**config.mk**
```make
export PLATFORM = sky130hd
export DESIGN_NAME = bsr_recoder
export DESIGN_NICKNAME = d
export VERILOG_FILES = /design/src/rtl/bsr_pkg.sv /design/src/rtl/bsr_slice_recode.sv /design/src/rtl/bsr_pick_top.sv /design/src/rtl/bsr_recoder.sv
export SDC_FILE = /design/constraint.sdc
export NUM_CORES = 1
export LEC_CHECK = 0
export ABC_AREA = 1
export BUFFER_PORTS_ARGS = -buffer_cell sky130_fd_sc_hd__buf_2
export CORE_ASPECT_RATIO = 1.75
export CORE_MARGIN = 5
export CORE_UTILIZATION = 55
export DETAILED_ROUTE_END_ITERATION = 10
export PLACE_DENSITY = 0.8
export SYNTH_ARGS = -nofsm -noshare
export SYNTH_HDL_FRONTEND = slang
export SYNTH_SLANG_ARGS = --single-unit
export TNS_END_PERCENT = 30
```
**constraint.sdc**
```tcl
create_clock -name clk -period 7.95 [get_ports clk]
set_input_delay 1.59 -clock clk [delete_from_list [all_inputs] [get_ports clk]]
set_output_delay 1.59 -clock clk [all_outputs]
set_load 0.01 [all_outputs]
```
**src/rtl/bsr_pkg.sv**
```systemverilog
package bsr_pkg;
    localparam int SLICE_W = 4;
    localparam int DIGIT_W = SLICE_W + 1;

    typedef enum logic [1:0] {
        ST_IDLE,
        ST_EMIT,
        ST_ZERO
    } bsr_state_e;
endpackage

```
**src/rtl/bsr_slice_recode.sv**
```systemverilog
// Combinational signed radix-16 recoding, least significant slice first.
module bsr_slice_recode
    import bsr_pkg::*;
#(
    parameter int DATA_W = 16,
    localparam int NSLICE = DATA_W / SLICE_W
) (
    input  logic [DATA_W-1:0]                raw,
    output logic [NSLICE-1:0][DIGIT_W-1:0]   dig
);
    logic [NSLICE-1:0] cy;

    assign cy[0] = 1'b0;

    for (genvar g = 0; g < NSLICE; g++) begin : g_sl
        logic [DIGIT_W-1:0] sum;
        if (g < NSLICE - 1) begin : g_low
            // unsigned slice plus carry, 0..16
            assign sum       = {1'b0, raw[g*SLICE_W +: SLICE_W]}
                             + {{(DIGIT_W-1){1'b0}}, cy[g]};
            assign cy[g+1]   = (sum >= DIGIT_W'(8));
            assign dig[g]    = cy[g+1] ? (sum - DIGIT_W'(16)) : sum;
        end else begin : g_top
            // top slice is signed and absorbs the last carry (-8..+8)
            assign sum       = {raw[g*SLICE_W + SLICE_W - 1], raw[g*SLICE_W +: SLICE_W]}
                             + {{(DIGIT_W-1){1'b0}}, cy[g]};
            assign dig[g]    = sum;
        end
    end
endmodule

```
**src/rtl/bsr_pick_top.sv**
```systemverilog
// Finds the highest pending slice and whether it is the only one left.
module bsr_pick_top #(
    parameter int N  = 4,
    parameter int IW = 2
) (
    input  logic [N-1:0]  pend,
    output logic          found,
    output logic [IW-1:0] idx,
    output logic          single
);
    always_comb begin
        found = 1'b0;
        idx   = '0;
        for (int i = 0; i < N; i++) begin
            if (pend[i]) begin
                found = 1'b1;
                idx   = IW'(i);
            end
        end
        single = found && ((pend & (pend - N'(1))) == '0);
    end
endmodule

```
**src/rtl/bsr_recoder.sv**
```systemverilog
module bsr_recoder
    import bsr_pkg::*;
#(
    parameter int DATA_W = 16,
    localparam int NSLICE = DATA_W / SLICE_W,
    localparam int IDX_W  = (NSLICE > 1) ? $clog2(NSLICE) : 1
) (
    input  logic               clk,
    input  logic               rst_n,
    input  logic               in_valid,
    output logic               in_ready,
    input  logic [DATA_W-1:0]  in_data,
    input  logic [NSLICE-1:0]  in_mask,
    output logic               out_valid,
    input  logic               out_ready,
    output logic [DIGIT_W-1:0] out_digit,
    output logic [IDX_W-1:0]   out_idx,
    output logic               out_last,
    output logic               out_zero
);
    bsr_state_e                      state, state_nx;
    logic [NSLICE-1:0][DIGIT_W-1:0]  rec_dig;
    logic [NSLICE-1:0][DIGIT_W-1:0]  dig_q;
    logic [NSLICE-1:0]               live_in;
    logic [NSLICE-1:0]               pend_q;
    logic [NSLICE-1:0]               pend_clr;
    logic                            pk_found;
    logic [IDX_W-1:0]                pk_idx;
    logic                            pk_single;
    logic                            accept;
    logic                            take;

    bsr_slice_recode #(.DATA_W(DATA_W)) u_recode (
        .raw (in_data),
        .dig (rec_dig)
    );

    // a digit survives when it is non-zero and not speculated away
    for (genvar g = 0; g < NSLICE; g++) begin : g_live
        assign live_in[g] = (rec_dig[g] != '0) && !in_mask[g];
    end

    bsr_pick_top #(.N(NSLICE), .IW(IDX_W)) u_pick (
        .pend   (pend_q),
        .found  (pk_found),
        .idx    (pk_idx),
        .single (pk_single)
    );

    assign accept = (state == ST_IDLE) && in_valid;
    assign take   = out_valid && out_ready;

    always_comb begin
        pend_clr         = pend_q;
        pend_clr[pk_idx] = 1'b0;
    end

    // next-state logic
    always_comb begin
        state_nx = state;
        unique case (state)
            ST_IDLE: if (in_valid) state_nx = (|live_in) ? ST_EMIT : ST_ZERO;
            ST_EMIT: if (out_ready && pk_single) state_nx = ST_IDLE;
            ST_ZERO: if (out_ready) state_nx = ST_IDLE;
            default: state_nx = ST_IDLE;
        endcase
    end

    // state register
    always_ff @(posedge clk) begin
        if (!rst_n) state <= ST_IDLE;
        else        state <= state_nx;
    end

    // operand digits and pending-slice set
    always_ff @(posedge clk) begin
        if (!rst_n) begin
            dig_q  <= '0;
            pend_q <= '0;
        end else if (accept) begin
            dig_q  <= rec_dig;
            pend_q <= live_in;
        end else if ((state == ST_EMIT) && take) begin
            pend_q <= pend_clr;
        end
    end

    // outputs
    always_comb begin
        in_ready  = 1'b0;
        out_valid = 1'b0;
        out_digit = '0;
        out_idx   = '0;
        out_last  = 1'b0;
        out_zero  = 1'b0;
        unique case (state)
            ST_IDLE: in_ready = 1'b1;
            ST_EMIT: begin
                out_valid = pk_found;
                out_digit = dig_q[pk_idx];
                out_idx   = pk_idx;
                out_last  = pk_single;
            end
            ST_ZERO: begin
                out_valid = 1'b1;
                out_last  = 1'b1;
                out_zero  = 1'b1;
            end
            default: ;
        endcase
    end
endmodule

```
==> results.sh <==
export IMPL_synth_top_cells_by_area="dfxtp_1 (33%), nand2_1 (12%), inv_1 (7.4%)"
export IMPL_place_ws_ps=3800
export IMPL_cts_num_sinks=26
export IMPL_cp_max_fo=3
export IMPL_dieArea_mm2=0.00408
export IMPL_fmax_mhz=259
export IMPL_areaGrowthSynthToFinish_pct=15.2
export IMPL_syn_inst=241
export IMPL_drc=0
export IMPL_ctsResizeCount=0
export IMPL_start_kind="input pin"
export IMPL_drive_above_1_share=0.170
export IMPL_peakVddDrop_v=0.000132
export IMPL_place_congestion=0.785
export IMPL_cts_clk_slew_worst_paths_ps=90
export IMPL_cts_buffers=3
export IMPL_drtIter0Drc=44
export IMPL_arrival_ps=4070
export IMPL_leakagePower_uw=0.000899
export IMPL_grt_max_degree=34
export IMPL_required_ps=8160
export IMPL_clockBufferDepth=2
export IMPL_grt_util_all_layers=0.209
export IMPL_cpMostUsedCell="nand2_1"
export IMPL_layout_setup_ws_ps=4090
export IMPL_timing_final_crit_share=0.485
export IMPL_synth_top_cell_area_share=0.330
export IMPL_routedWlPerCell_um=13.2
export IMPL_hold_class="reg -> reg"
export IMPL_synth_yosys_seq_area_share=0.330
export IMPL_num_rows=25
export IMPL_path_class="in -> reg"
export IMPL_switching_power_uw=102
export IMPL_antenna_found_initial=0
export IMPL_clkLatencyLatePin_ps=270
export IMPL_grt_pass1_vias=1542
export IMPL_viasPerCell=5.52
export IMPL_slowest_delay_ps=220
export IMPL_setup_violations=0
export IMPL_wl_mm=3.93
export IMPL_yosysTopAreaCell="dfxtp_1"
export IMPL_synth_seq_cells=26
export IMPL_initial_core_util=0.579
export IMPL_crit_slowest_cell="ha_1"
export IMPL_netlist_area_mm2=0.00158
export IMPL_p_clk_frac=0.322
export IMPL_antenna_cells=0
export IMPL_vias=1645
export IMPL_pin_count=35
export IMPL_powerDensity_mw_per_mm2=188
export IMPL_fill_cells=273
export IMPL_layout_nets=305
export IMPL_min_period_ps=3860
export IMPL_hold_viol=0
export IMPL_maxSlewViolCount=0
export IMPL_synth_commonest_cells="nand2_1 (52), inv_1 (31), nor2_1 (28)"
export IMPL_firstDrtPassIters=5
export IMPL_ys_warn_count=0
export IMPL_status="finished, final reports clean"
export IMPL_dp_hpwl_mm=3.04
export IMPL_synth_nets=274
export IMPL_grt_pass1_wl_mm=6.71
export IMPL_rsz0062_at_grt="no"
export IMPL_synth_distinct_cells=25
export IMPL_synth_async_reset_ratio=0
export IMPL_post_cts_setup_buffers=0
export IMPL_p_int_uw=238
export IMPL_path_cells="buf_2, ha_1, ha_1, nand3_1, nand2_1, ha_1, ha_1, nand2_1, inv_1, nand2_1, nand2_1, ha_1, ha_1, xnor2_1, nand3_1, nand2_1, nand2_1, nor2_1, nand2_1, a21oi_1"
export IMPL_die_width_um=50.5
export IMPL_core_mm2=0.00272
export IMPL_io_buffers=34
export IMPL_comb_power_share=0.235
export IMPL_synthFlopType="dfxtp_1"
export IMPL_end_kind="flop"
export IMPL_fin_setup_tns_ps=0
export IMPL_synth_edff_count=0
export IMPL_fp_dieH_um=80.8
export IMPL_swShare=0.300
export IMPL_synth_most_common_cell="nand2_1"
export IMPL_worstMarginPinSlew_ps=884
export IMPL_cts_hold_fix_buffers=0
export IMPL_relSlewSlack=0.410
export IMPL_cts_root_buf="clkbuf_8"
export IMPL_cts_tree="built"
export IMPL_global_route_overflow_total=0
export IMPL_maxCapViolCount=0
export IMPL_drtAntennaViolNets=0
export IMPL_htree_levels=1
export IMPL_syn_avg_cell_area_um2=6.54
export IMPL_fin_skew_ps=3.67
export IMPL_seqPwrFrac=0.443
==> cells in the final DEF, fill, tap and decap left out <==
| cell | count |
|---|---|
| nand2_2 | 2 |
| nand3_2 | 1 |
| a31oi_1 | 4 |
| o21bai_1 | 1 |
| a21oi_4 | 1 |
| buf_2 | 34 |
| nor2_2 | 1 |
| a21oi_1 | 23 |
| nand4_1 | 4 |
| nor2_1 | 28 |
| o21a_1 | 1 |
| ha_1 | 9 |
| a21oi_2 | 1 |
| bufinv_16 | 1 |
| nand2_1 | 52 |
| nand3_1 | 20 |
| clkinv_1 | 1 |
| o211ai_1 | 1 |
| o21ai_1 | 2 |
| nor2_4 | 1 |
| o21ai_0 | 21 |
| a31o_2 | 1 |
| xnor2_1 | 1 |
| clkbuf_8 | 3 |
| inv_1 | 31 |
| dfxtp_1 | 26 |
==> area by class of cell <==
type / instances / area (um2) / share of cell area
multi-input cells: 175 / 898 / 0.495
well taps: 27 / 33.8 / 0.0186
clock buffers: 3 / 41.3 / 0.0228
inverters: 32 / 120 / 0.0662
flip-flops and latches: 26 / 520 / 0.287
clock inverters: 1 / 30.0 / 0.0166
repair buffers: 34 / 170 / 0.0938
==> worst max-delay path: cells and delay by family <==
kind | cells | cell delay, ps
buf+inv | 2 | 160
compound gates | 1 | 100
fa+ha+maj | 6 | 1260
xor+xnor | 1 | 200
simple gates | 10 | 730
==> final timing paths <==
check	startpoint	to	slack, ps	depth (start not counted)
max	in_data[3]	state[1]$_SDFFE_PN0P_	4090	20
min	dig_q[4]$_SDFFE_PN0P_	dig_q[4]$_SDFFE_PN0P_	470	2
max reg2reg	state[0]$_SDFFE_PN0P_	pend_q[2]$_SDFFE_PN0P_	5610	9
min reg2reg	dig_q[4]$_SDFFE_PN0P_	dig_q[4]$_SDFFE_PN0P_	470	2
==> metal layers <==
layer / global-route usage / vias up / wire length, um
met5: 0 / - / 0
met4: 0.0946 / 0 / 126
met3: 0.0147 / 10 / 179
met2: 0.381 / 45 / 2190
met1: 0.240 / 741 / 1430
li1: - / 849 / -
==> state kept, by name, summed over array words and instances, names as in the netlist <==
signal  count
dig_q      20
state       2
pend_q      4
==> through the flow <==
step            util  std cells  instance area [um2]  hold WS [ps]  power, uW
2_1_floorplan      -        241                 1580           442        209
4_1_cts        0.667        298                 1810           475        342
3_5_place_dp   0.640        294                 1740           461        233
6_report       0.667        298                 1810           472        340
5_1_grt        0.667        298                 1810           502        362
3_3_place_gp   0.640        294                 1740           454        232
==> power by group through the flow <==
stage	clock network, uW	registers, uW	logic [uW]
2_1_floorplan	0	150	58.5
3_3_place_gp	0	154	78.2
3_5_place_dp	0	154	79.5
4_1_cts	111	151	80.3
5_1_grt	117	153	91.9
6_report	110	151	79.9
==> logic make-up (layout without fill, tap and decap cells) <==
family / count (synthesis) / in the layout / share of synthesized area
buf+inv: 40 / 70 / 0.0993
simple gates: 109 / 109 / 0.295
flops: 26 / 26 / 0.330
fa+ha+maj: 9 / 9 / 0.0715
compound gates: 56 / 56 / 0.198
xor+xnor: 1 / 1 / 0.00556
(Power assumes the default switching activity.)
